--- src/rtl/lcd_csr_pkg.sv ---
package lcd_csr_pkg;

  typedef enum logic [1:0] {
    ALIAS_PLAIN = 2'd0,
    ALIAS_SET   = 2'd1,
    ALIAS_CLR   = 2'd2,
    ALIAS_RSVD  = 2'd3
  } alias_e;

  localparam int DW = 32;

  // control register fields
  localparam int SRST_BIT   = 31;
  localparam int GATE_BIT   = 30;
  localparam int DOTCLK_BIT = 17;
  localparam int BUSW_LSB   = 8;
  localparam int RUN_BIT    = 0;

  // mode register fields
  localparam int FIFO_CLR_BIT = 21;
  localparam int PACK_LSB     = 16;
  localparam int FD_EN_BIT    = 13;
  localparam int FD_STS_BIT   = 9;

  localparam int CTRL_IDX = 0;
  localparam int MODE_IDX = 1;

  localparam logic [DW-1:0] CTRL_HS_MASK  = (32'h1 << SRST_BIT) | (32'h1 << GATE_BIT);
  localparam logic [DW-1:0] CTRL_CFG_MASK = (32'h1 << DOTCLK_BIT) | (32'h3 << BUSW_LSB)
                                          | (32'h1 << RUN_BIT);
  localparam logic [DW-1:0] CTRL_RW_MASK  = CTRL_HS_MASK | CTRL_CFG_MASK;
  localparam logic [DW-1:0] MODE_RW_MASK  = (32'h1 << FIFO_CLR_BIT) | (32'hF << PACK_LSB)
                                          | (32'h1 << FD_EN_BIT);
  localparam logic [DW-1:0] MODE_STS_MASK = (32'h1 << FD_STS_BIT);

endpackage

--- src/rtl/csr_alias_merge.sv ---
module csr_alias_merge
  import lcd_csr_pkg::*;
#(
  parameter int W = 32
) (
  input  logic         hit,
  input  alias_e       op,
  input  logic [W-1:0] old_val,
  input  logic [W-1:0] wdata,
  input  logic [W-1:0] mask,
  output logic [W-1:0] merged
);

  logic [W-1:0] wsel;

  always_comb begin
    wsel   = wdata & mask;
    merged = old_val;
    if (hit) begin
      case (op)
        ALIAS_PLAIN: merged = (old_val & ~mask) | wsel;
        ALIAS_SET:   merged = old_val | wsel;
        ALIAS_CLR:   merged = old_val & ~wsel;
        default:     merged = old_val;
      endcase
    end
  end

endmodule

--- src/rtl/csr_run_drain.sv ---
module csr_run_drain (
  input  logic clk,
  input  logic rst_n,
  input  logic run_req,
  input  logic fifo_empty,
  output logic run_active
);

  logic active_d;
  logic active_q;
  logic active_en;

  always_comb begin
    active_en = run_req | active_q;
    active_d  = run_req | (active_q & ~fifo_empty);
  end

  always_ff @(posedge clk or negedge rst_n) begin
    if (!rst_n) begin
      active_q <= 1'b0;
    end else if (active_en) begin
      active_q <= active_d;
    end
  end

  assign run_active = active_q;

endmodule

--- src/rtl/csr_gate_settle.sv ---
module csr_gate_settle #(
  parameter int LAT = 4
) (
  input  logic clk,
  input  logic rst_n,
  input  logic gate_req,
  output logic gate_status
);

  localparam int CW = (LAT < 1) ? 1 : $clog2(LAT + 1);
  localparam logic [CW-1:0] LOAD = CW'(LAT);

  logic [CW-1:0] cnt_d;
  logic [CW-1:0] cnt_q;
  logic          cnt_en;

  always_comb begin
    cnt_en = gate_req | (cnt_q != '0);
    if (gate_req) begin
      cnt_d = LOAD;
    end else begin
      cnt_d = cnt_q - CW'(1);
    end
  end

  always_ff @(posedge clk or negedge rst_n) begin
    if (!rst_n) begin
      cnt_q <= LOAD;
    end else if (cnt_en) begin
      cnt_q <= cnt_d;
    end
  end

  assign gate_status = gate_req | (cnt_q != '0);

endmodule

--- src/rtl/lcd_ctrl_csr.sv ---
module lcd_ctrl_csr
  import lcd_csr_pkg::*;
#(
  parameter int ADDR_W   = 8,
  parameter int GATE_LAT = 4
) (
  input  logic              clk,
  input  logic              rst_n,
  input  logic [ADDR_W-1:2] bus_addr,
  input  logic              bus_wr,
  input  logic [DW-1:0]     bus_wdata,
  output logic [DW-1:0]     bus_rdata,
  input  logic              fifo_empty_i,
  input  logic              frame_done_i,
  output logic              run_o,
  output logic              dotclk_mode_o,
  output logic              fifo_clear_o,
  output logic              soft_rst_o,
  output logic              clk_gate_o,
  output logic              irq_o
);

  localparam int IDX_W = ADDR_W - 4;

  // reset release synchronizer
  logic [1:0] rst_pipe;
  logic       rst_sync_n;

  always_ff @(posedge clk or negedge rst_n) begin
    if (!rst_n) begin
      rst_pipe <= 2'b00;
    end else begin
      rst_pipe <= {rst_pipe[0], 1'b1};
    end
  end

  assign rst_sync_n = rst_pipe[1];

  // address decode
  logic [IDX_W-1:0] reg_idx;
  alias_e           op;
  logic             ctrl_sel, mode_sel, ctrl_hit, mode_hit;

  assign reg_idx  = bus_addr[ADDR_W-1:4];
  assign op       = alias_e'(bus_addr[3:2]);
  assign ctrl_sel = (reg_idx == IDX_W'(CTRL_IDX));
  assign mode_sel = (reg_idx == IDX_W'(MODE_IDX));
  assign ctrl_hit = bus_wr & ctrl_sel;
  assign mode_hit = bus_wr & mode_sel;

  logic [DW-1:0] ctrl_q, ctrl_d, ctrl_wr;
  logic [DW-1:0] mode_q, mode_d, mode_wr, mode_mask;
  logic          ctrl_en, mode_en, fifo_pulse, srst_q;

  assign srst_q = ctrl_q[SRST_BIT];

  csr_alias_merge #(.W(DW)) ctrl_merge_i (
    .hit     (ctrl_hit),
    .op      (op),
    .old_val (ctrl_q),
    .wdata   (bus_wdata),
    .mask    (CTRL_RW_MASK),
    .merged  (ctrl_wr)
  );

  assign mode_mask = (op == ALIAS_CLR) ? (MODE_RW_MASK | MODE_STS_MASK) : MODE_RW_MASK;

  csr_alias_merge #(.W(DW)) mode_merge_i (
    .hit     (mode_hit),
    .op      (op),
    .old_val (mode_q),
    .wdata   (bus_wdata),
    .mask    (mode_mask),
    .merged  (mode_wr)
  );

  // control next state
  always_comb begin
    ctrl_en = ctrl_hit | srst_q;
    ctrl_d  = ctrl_wr;
    if (srst_q) begin
      ctrl_d = (ctrl_wr & CTRL_HS_MASK) | (32'h1 << GATE_BIT);
    end
  end

  // mode next state
  always_comb begin
    fifo_pulse = mode_hit & ((op == ALIAS_PLAIN) | (op == ALIAS_SET))
               & bus_wdata[FIFO_CLR_BIT];
    mode_en = mode_hit | srst_q | frame_done_i | mode_q[FIFO_CLR_BIT];
    mode_d  = mode_wr;
    mode_d[FIFO_CLR_BIT] = fifo_pulse;
    mode_d[FD_STS_BIT]   = mode_wr[FD_STS_BIT] | frame_done_i;
    if (srst_q) begin
      mode_d = '0;
    end
  end

  always_ff @(posedge clk or negedge rst_sync_n) begin
    if (!rst_sync_n) begin
      ctrl_q <= CTRL_HS_MASK;
    end else if (ctrl_en) begin
      ctrl_q <= ctrl_d;
    end
  end

  always_ff @(posedge clk or negedge rst_sync_n) begin
    if (!rst_sync_n) begin
      mode_q <= '0;
    end else if (mode_en) begin
      mode_q <= mode_d;
    end
  end

  // status trackers
  logic run_active;
  logic gate_status;

  csr_run_drain run_drain_i (
    .clk        (clk),
    .rst_n      (rst_sync_n),
    .run_req    (ctrl_q[RUN_BIT]),
    .fifo_empty (fifo_empty_i),
    .run_active (run_active)
  );

  csr_gate_settle #(.LAT(GATE_LAT)) gate_settle_i (
    .clk         (clk),
    .rst_n       (rst_sync_n),
    .gate_req    (ctrl_q[GATE_BIT]),
    .gate_status (gate_status)
  );

  // readback
  logic [DW-1:0] ctrl_rd;

  always_comb begin
    ctrl_rd           = ctrl_q;
    ctrl_rd[GATE_BIT] = gate_status;
    ctrl_rd[RUN_BIT]  = run_active;
    if (ctrl_sel) begin
      bus_rdata = ctrl_rd;
    end else if (mode_sel) begin
      bus_rdata = mode_q;
    end else begin
      bus_rdata = '0;
    end
  end

  assign run_o         = run_active;
  assign dotclk_mode_o = ctrl_q[DOTCLK_BIT];
  assign fifo_clear_o  = mode_q[FIFO_CLR_BIT];
  assign soft_rst_o    = srst_q;
  assign clk_gate_o    = gate_status;
  assign irq_o         = mode_q[FD_EN_BIT] & mode_q[FD_STS_BIT];

endmodule

--- config.mk ---
export PLATFORM = sky130hd
export DESIGN_NAME = lcd_ctrl_csr
export DESIGN_NICKNAME = d
export VERILOG_FILES = /design/src/rtl/lcd_csr_pkg.sv /design/src/rtl/csr_alias_merge.sv /design/src/rtl/csr_run_drain.sv /design/src/rtl/csr_gate_settle.sv /design/src/rtl/lcd_ctrl_csr.sv
export SDC_FILE = /design/constraint.sdc
export NUM_CORES = 1
export LEC_CHECK = 0
export CAP_MARGIN = 20
export CORE_MARGIN = 2
export CORE_UTILIZATION = 38
export DETAILED_ROUTE_END_ITERATION = 8
export PLACE_DENSITY = 0.86
export SYNTH_ARGS = -nofsm -noshare
export SYNTH_HDL_FRONTEND = slang
export SYNTH_SLANG_ARGS = --single-unit
--- constraint.sdc ---
create_clock -name clk -period 2 [get_ports clk]
set_input_delay 0.4 -clock clk [delete_from_list [all_inputs] [get_ports clk]]
set_output_delay 0.4 -clock clk [all_outputs]
set_load 0.005 [all_outputs]
==> Word-level counts from Yosys, hierarchy flattened <==
Cells that the tools add are included.
{ "word_totals": {"word_cells": 56, "input_bits": 43, "regBits": 70} }
{ "classes": {"n_reduce_logical": 8, "add_sub_neg": 1, "n_mux": 10, "eq_ne": 3, "bitwise_logic": 27} }
{ "ops": {"columns": ["cell", "count"], "rows": [
  ["$pmux W32 S3", 2],
  ["$mux W32", 5],
  ["$and A32 B32 Y32", 3],
  ["$or A32 B32 Y32", 3],
  ["$not A32 Y32", 2],
  ["$and A32 B22 Y32", 1],
  ["$not A22 Y32", 1],
  ["$or A30 B32 Y32", 1],
  ["$mux W31", 1],
  ["$mux W10", 1],
  ["$or A1 B1 Y1", 9],
  ["$and A1 B1 Y1", 6],
  ["$reduce_and A3 Y1", 2],
  ["$eq A4 B1 Y1 const B", 1],
  ["$logic_not A4 Y1", 1],
  ["$reduce_bool A2 Y1", 2],
  ["$reduce_bool A4 Y1", 1],
  ["$mux W3", 1],
  ["$reduce_bool A3 Y1", 1],
  ["$sub A3 B1 Y3 const B", 1],
  ["$eq A2 B1 Y1 const B", 1],
  ["$eq A2 B2 Y1 const B", 1],
  ["$logic_not A2 Y1", 1],
  ["$not A1 Y1", 1]
]} }

==> Longest topological paths before layout <==
Gate-level depths: netlist (run 1).
{ "logic_depth": {"depth_word": 9, "ltp_mapped": 7, "depth_no_buf": 6} }

==> Cells and area by module <==
Synthesis (run 1) repeated with hierarchy kept, for this count alone.
{ "hier_totals": {"cells_unflattened": 633, "hier_area_um2": 6124.6} }
{ "modules_own_cells": {"columns": ["module", "seq_area_each_um2", "instances", "area_each_um2", "cells_per_inst"], "rows": [
  ["lcd_ctrl_csr", 1654.1, 1, 3185.6, 267],
  ["csr_alias_merge", 0.0, 2, 1357.6, 173],
  ["csr_gate_settle", 76.3, 1, 187.7, 17],
  ["csr_run_drain", 25.0, 1, 36.3, 3]
]} }

==> Worst setup path after synthesis (run 1) <==
Ideal clock, no wire load.
{ "synth_timing": {"path_kind": "input-to-reg", "start": "in bus_addr[2] in the netlist's numbering", "end": "reg mode_q[18]", "arrival_time_ns": 1.774, "setup_slack_ns": 0.106, "stages": 7, "setup_time_ns": 0.121, "path_cell_list": "inv_1 ha_1 buf_2 or3_1 and3_1 nor3b_2 a22o_1"} }
{ "synth_between": {"elab_chain_cells": 4, "elab_cells_between_ends": 8, "classes_between": "eq/ne (2); mux (3); reduce/logical (3)"} }
{ "synth_rtl": {"columns": ["element", "line_no", "source"], "rows": [
  ["from (decl)", "lcd_ctrl_csr.sv:9", "input logic [ADDR_W-1:2] bus_addr,"],
  ["$eq A2 B2 Y1, or another cell as far along", "csr_alias_merge.sv:20", "case (op)"],
  ["$pmux W32 S3", "csr_alias_merge.sv:20", null],
  ["$mux W32", "csr_alias_merge.sv:19", "if (hit) begin"],
  ["$mux W32", "lcd_ctrl_csr.sv:94", "if (srst_q) begin"],
  ["to (signal assigned)", "lcd_ctrl_csr.sv:111", "mode_q <= mode_d;"],
  ["to (decl)", "lcd_ctrl_csr.sv:52", "logic [DW-1:0] mode_q, mode_d, mode_wr, mode_mask;"]
]} }
Several ways; a longest one is shown, not always the timed one. The select of a mux whose other input is x is not followed.
A chain may end at the register's enable or synchronous reset.

==> Worst setup path in the final report (run 1) <==
{ "layout_timing": {"start": "in bus_addr[5] in the netlist's numbering", "end": "out bus_rdata[9]"} }
{ "layout_between": {"elab_chain_cells": 3, "elab_cells_between_ends": 4, "classes_between": "eq/ne (1); mux (2); reduce/logical (1)"} }
{ "layout_rtl": {"columns": ["element", "line_no", "source"], "rows": [
  ["$eq A4 B1 Y1", "lcd_ctrl_csr.sv:47", "assign mode_sel = (reg_idx == IDX_W'(MODE_IDX));"],
  ["$mux W32", "lcd_ctrl_csr.sv:143", "end else if (mode_sel) begin"],
  ["$mux W32 (*)", "lcd_ctrl_csr.sv:141", "if (ctrl_sel) begin"],
  ["to (decl)", "lcd_ctrl_csr.sv:12", "output logic [DW-1:0] bus_rdata,"]
]} }
Mark *: on every way between the ends. The rest lies on a longest branch, timed or not.

==> results of run 1 <==
-- worst max-delay path, cell delays in order --
cell,delay (ns)
buf_2,0.13
nor4b_4,0.29
buf_4,0.16
buf_4,0.10
buf_4,0.11
a22o_2,0.14
dlygate4sd2_1,0.24
-- path summary, 6_finish.rpt --
path | from | to | cells after the start
hold reg to reg | rst_pipe[1]$_DFF_PN0_ | ctrl_q[8]$_DFFE_PN0P_ | 0
setup reg to reg | gate_settle_i.cnt_q[1]$_DFFE_PN0P_ | gate_settle_i.cnt_q[1]$_DFFE_PN0P_ | 5
min in group clk | rst_pipe[0]$_DFF_PN0_ | rst_pipe[1]$_DFF_PN0_ | 0
max in group asynchronous | rst_pipe[1]$_DFF_PN0_ | mode_q[19]$_DFFE_PN0P_ | 0
setup / recovery | bus_addr[5] | bus_rdata[9] | 7
hold / removal | rst_n | rst_pipe[0]$_DFF_PN0_ | 1
-- area by class of cell --
cell class	instances	area, µm²
fillers	296	1420
multi-input cells	116	813
flip-flops and latches	19	479
inverters	10	37.5
repair buffers	70	583
clock buffers	4	26.3
well taps	46	57.6
-- through the flow --
| stage | cell area, µm² | std cells | total power (µW) | worst slack, ns |
|---|---|---|---|---|
| 6_report | 2000 | 265 | 931 | 0.0341 |
| 3_5_place_dp | 1860 | 246 | 703 | -0.427 |
| 3_3_place_gp | 1860 | 246 | 694 | -0.406 |
| 4_1_cts | 1940 | 260 | 915 | 0.0180 |
| 5_1_grt | 2000 | 265 | 983 | -0.00281 |
| 2_1_floorplan | 1460 | 169 | 594 | 0.106 |
-- cell usage after synthesis --
cell type,count,area share (%)
nor2_1,9,2.4
dfstp_2,3,5.7
buf_4,21,11
nor4b_4,1,1.7
clkbuf_1,1,0.27
nand2_1,7,1.9
and3_1,1,0.45
or2_2,1,0.45
and2_2,4,2.2
a211o_2,3,2.2
o22ai_1,1,0.45
a211o_1,1,0.63
conb_1,2,0.54
nor3b_1,1,0.54
xnor2_1,1,0.63
nor2b_1,1,0.45
o21ai_0,5,1.8
nor3b_2,1,0.90
mux2i_1,4,2.9
a21oi_1,18,6.5
a21o_1,1,0.54
dfrtp_1,16,29
nor4b_1,1,0.63
a22o_1,4,2.5
nor4_4,1,1.5
or3b_1,2,1.3
buf_2,1,0.36
buf_1,1,0.27
o31ai_1,2,1.1
and2_1,6,2.7
inv_1,10,2.7
a22o_2,2,1.4
nand3_4,1,1.3
ha_1,7,6.3
a211oi_1,2,1.1
or3_1,1,0.45
o41a_1,1,0.81
nand2b_1,2,0.90
a41oi_1,2,1.3
-- report_power, final --
| group | internal (µW) | switching [µW] |
|---|---|---|
| combinational | 151 | 137 |
| sequential | 416 | 27.5 |
| clock | 78.0 | 121 |
-- flip-flops by register name, summed over array words and instances, names as in the netlist --
register and cells:
ctrl_q 6, gate_settle_i.cnt_q 3, run_drain_i.run_active 1, rst_pipe 2, mode_q 7
-- repair_timing --
action | in CTS | in global routing
cloned | 1 | 0
pin swaps | 1 | 2
resized for setup | 35 | 7
buffers inserted | 9 | 5
setup endpoints to repair | 13 | 10
hold endpoints to repair | 0 | 0
-- layer usage --
layer	up-vias	track usage [%]
met4	0	7.98
met5	-	0
li1	619	-
met3	7	2.11
met2	58	27.7
met1	574	21.6
-- cell families after synthesis --
family,share of synthesized area [%]
fa+ha+maj,6.32
flops,34.6
simple gates,19.8
buf+inv,15.0
compound gates,20.3
xor+xnor,0.632
other cells,0.542
mux,2.89
==> results.toml, run 1 <==
[drt]
wl_per_cell_um = 12.6
routed.top_layer = "met4"
postRouteAntennaNets = 0
drc = 0
dr_wl_met2_um = 1660
first_pass_iters = 4
wl_met3_um = 276
wl_met1_um = 1330
drt_iter0_drc = 61
via_count = 1258
routed_wl_um = 3350
vias_per_cell = 4.75

[sta]
fin_worst_skew_ns = 0.00595
relSlewSlack_pct = 53.1
fin_crit_sh_pct = 98.3
setup-violations-final = 0
slew_violations = 0
worst_slew_pin_slew_ns = 0.703
tns_ns = 0
finalHoldViolCount = 0
fmax_mhz = 509
finalCriticalPeriod_ns = 1.97
hold-worst-slack_ns = 0.238

[worst_setup_path]
cp-start-kind = "input pin"
crit_path_end_kind = "primary output"
crit_fanout = 2
worstPathRequired_ns = 1.60
ff2ff_setup_slack_ns = 0.85
path_class = "input pin to primary output"
cp.arrival_ns = 1.57

[clocking]
cts_buffers = 3
root_buffer = "clkbuf_4"
clkSinkCount = 19
cts.htree.levels = 1
cts.hold.buffers_added = 0
clk_latency_ns = 0.31
cts.path.max_buffers = 2
path_clk_slew_ns = 0.11
cts_tree = "yes"

[global_routing]
grt_pass1_vias = 1187
antenna_found_initial = 0
grt_max_degree = 18
grt_overflow = 0
grt_util_all_layers_pct = 16.7
grt_pass1_wl_um = 5430

[floorplan]
die_w_um = 64.4
start_util_pct = 40.6
core-area_mm2 = 0.00342
die_area_mm2 = 0.00415
row_count = 21
ioPinCount = 81
chipHeight_um = 64.4

[job]
max-cap-violations = 0

[yosys]
synth-seq-cells = 19
yosysWarningCount = 0
synth_area_per_cell_um2 = 9.30
syn_inst = 149
synth_area_mm2 = 0.00139
synth_seq_area_share_pct = 34.6
synth_cell_types = 39

[power]
powerDensity_mw_per_mm2 = 466
peakVddDrop_uv = 213
p_leak_uw = 0.00100

[layout]
diodes = 0
drive_above_1_share_pct = 29.7
area_growth_pct = 44.0
mostFrequentLayoutCells = "buf_4 (31), conb_1 (22), clkdlybuf4s50_1 (22)"
final_common_cell = "buf_4"
fin_util_pct = 58.5
fin_nets = 270

[placed_design]
gp_congestion = 0.864
io_buffers = 38
dp_hpwl_um = 2440

[run_status]
outcome = "finished clean"

[hold_path]
hold_path_class = "input pin to async pin"
Note: power is estimated with default switching activity, not from simulation.
==> run 2: changes to the inputs <==
- SLEW_MARGIN: not set -> 10
- clock period: 2 -> 1.9 ns (I/O delays scaled with it)
==> run 2 against run 1 <==
  * Highest routed layer unchanged
  * Via count up 8.1%
  * Sequential power up 8.3%
  * Critical path type is now flop to primary output
  * Clock-buffer cell count down 1
  * The flow now finishes with violations (negative setup slack)
  * Combinational power up 12%
  * Global-route usage up 1.7 points
==> results.toml, run 2 (synthesized netlist as in run 1, its figures left out) <==
[run_status]
outcome = "finished with violations"
violations = "negative setup slack"

[floorplan]
die_w_um = 64.4
row_count = 21
start_util_pct = 40.6
die_area_mm2 = 0.00415
ioPinCount = 81
chipHeight_um = 64.4
core-area_mm2 = 0.00342

[drt]
first_pass_iters = 5
via_count = 1360
postRouteAntennaNets = 0
drt_iter0_drc = 61
drc = 0
routed_wl_um = 3750
wl_per_cell_um = 13.7
vias_per_cell = 4.98

[layout]
regMostFlops = "mode_q"
fin_util_pct = 61.7
area_growth_pct = 52.1
diodes = 0
final_cells = 273
final_common_cell = "buf_4"
drive_above_1_share_pct = 35.2
fin_nets = 278
mostFrequentLayoutCells = "buf_4 (38), conb_1 (22), clkdlybuf4s50_1 (20)"
top_regs = "mode_q: 7 flops, ctrl_q: 6 flops, gate_settle_i.cnt_q: 3 flops"
largest_register_ffs = 7

[clocking]
clk_latency_ns = 0.30
cts_tree = "yes"
cts_buffers = 3
cts.htree.levels = 1
clkSinkCount = 19
cts.path.max_buffers = 2
root_buffer = "clkbuf_4"
path_clk_slew_ns = 0.11

[global_routing]
grt_overflow = 0
grt_util_all_layers_pct = 18.5
grt_pass1_vias = 1252
grt_max_degree = 18
antenna_found_initial = 0
grt_pass1_wl_um = 5970

[worst_setup_path]
cp_slowest_cell = "dfrtp_1"
crit_path_cell_trace = "inv_2, buf_6, ha_4, nand2b_4, or2_4, buf_4, buf_6"
critPathBufInv = 4
crit_fanout = 2
path_class = "flop to primary output"
max_stage_delay_ns = 0.41
worstPathRequired_ns = 1.52
ff2ff_setup_slack_ns = 0.09
critical-path-top-delay-family = "buffers and inverters"
crit_top_cell = "buf_6"
cp-start-kind = "flop"
crit_path_end_kind = "primary output"
cp.arrival_ns = 1.56

[sta]
fmax_mhz = 514
rsz0062_at_grt = "yes"
finalHoldViolCount = 0
fin_crit_sh_pct = 102
fin_ws_ns = -0.0440
setup-violations-final = 2
fin_worst_skew_ns = 0.00146
hold-worst-slack_ns = 0.220
relSlewSlack_pct = 53.1
slew_violations = 0
worst_slew_pin_slew_ns = 0.704
finalCriticalPeriod_ns = 1.94

[placed_design]
gp_congestion = 0.936
io_buffers = 38
placed_cells = 250
dp_hpwl_um = 2400

[power]
p_leak_uw = 0.00105
peakVddDrop_uv = 191
powerDensity_mw_per_mm2 = 479
p_total_uw = 1010

[hold_path]
hold_path_class = "input pin to async pin"

[job]
max-cap-violations = 0
[run 2: changes by cell type in the layout (fill, tap and decap cells not counted), sizes merged]
cell	before	now
buf	37	46
clkbuf	4	3
clkdlybuf4s50	22	20
clkinv	0	1
dlymetal6s2s	1	2
[run 2: area by class of cell]
cell class / count / area, µm²
well taps: 46 / 57.6
multi-input cells: 116 / 847
repair buffers: 78 / 657
fillers: 287 / 1310
flip-flops and latches: 19 / 479
clock inverters: 1 / 5.00
clock buffers: 3 / 22.5
inverters: 10 / 40.0
[run 2: worst reg2reg max path: cells and delay by family, from the launching register on]
kind,cells,cell delay (ns)
compound gates,2,0.10
buf+inv,10,1.08
fa+ha+maj,1,0.16
flops,1,0.39
[run 2: power by group]
group | total (µW) | internal, µW | switching, µW
clock network | 208 | 78.6 | 129
registers | 481 | 439 | 42.1
logic | 322 | 173 | 148
total | 1010 | 691 | 320
[run 2: layer usage]
layer  vias up  track usage (%)  wire [µm]
met5         -                0          0
met4         0             9.04        112
met3        10             2.11        284
met2        76             30.7       1860
met1       637             23.8       1490
li1        637                -          -
[run 2: worst paths after layout]
| path | cells after the start | from | to |
|---|---|---|---|
| min reg2reg | 0 | rst_pipe[1]$_DFF_PN0_ | ctrl_q[8]$_DFFE_PN0P_ |
| min | 1 | rst_n | rst_pipe[0]$_DFF_PN0_ |
| max reg2reg | 13 | gate_settle_i.cnt_q[1]$_DFFE_PN0P_ | gate_settle_i.cnt_q[2]$_DFFE_PN1P_ |
| min in group clk | 0 | rst_pipe[0]$_DFF_PN0_ | rst_pipe[1]$_DFF_PN0_ |
| max | 7 | gate_settle_i.cnt_q[1]$_DFFE_PN0P_ | clk_gate_o |
| max in group asynchronous | 0 | rst_pipe[1]$_DFF_PN0_ | run_drain_i.run_active$_DFFE_PN0P_ |
[run 2: what timing repair did]
item                       4_1_cts  5_1_grt
setup buffers                   17        3
pin swaps                        4        5
gates cloned                     1        0
gates resized for setup         42       17
setup endpoints to repair       18       14
hold buffers                     0        0
[run 2: per-stage QoR]
step / TNS (ns) / instance area, µm² / setup slack (ns)
after floorplan: 0 / 1460 / 0.0255
after global placement: -7.85 / 1890 / -0.465
after detailed placement: -8.47 / 1890 / -0.484
after CTS: -0.120 / 2030 / -0.120
after global routing: -0.206 / 2110 / -0.104
final: -0.0841 / 2110 / -0.0440
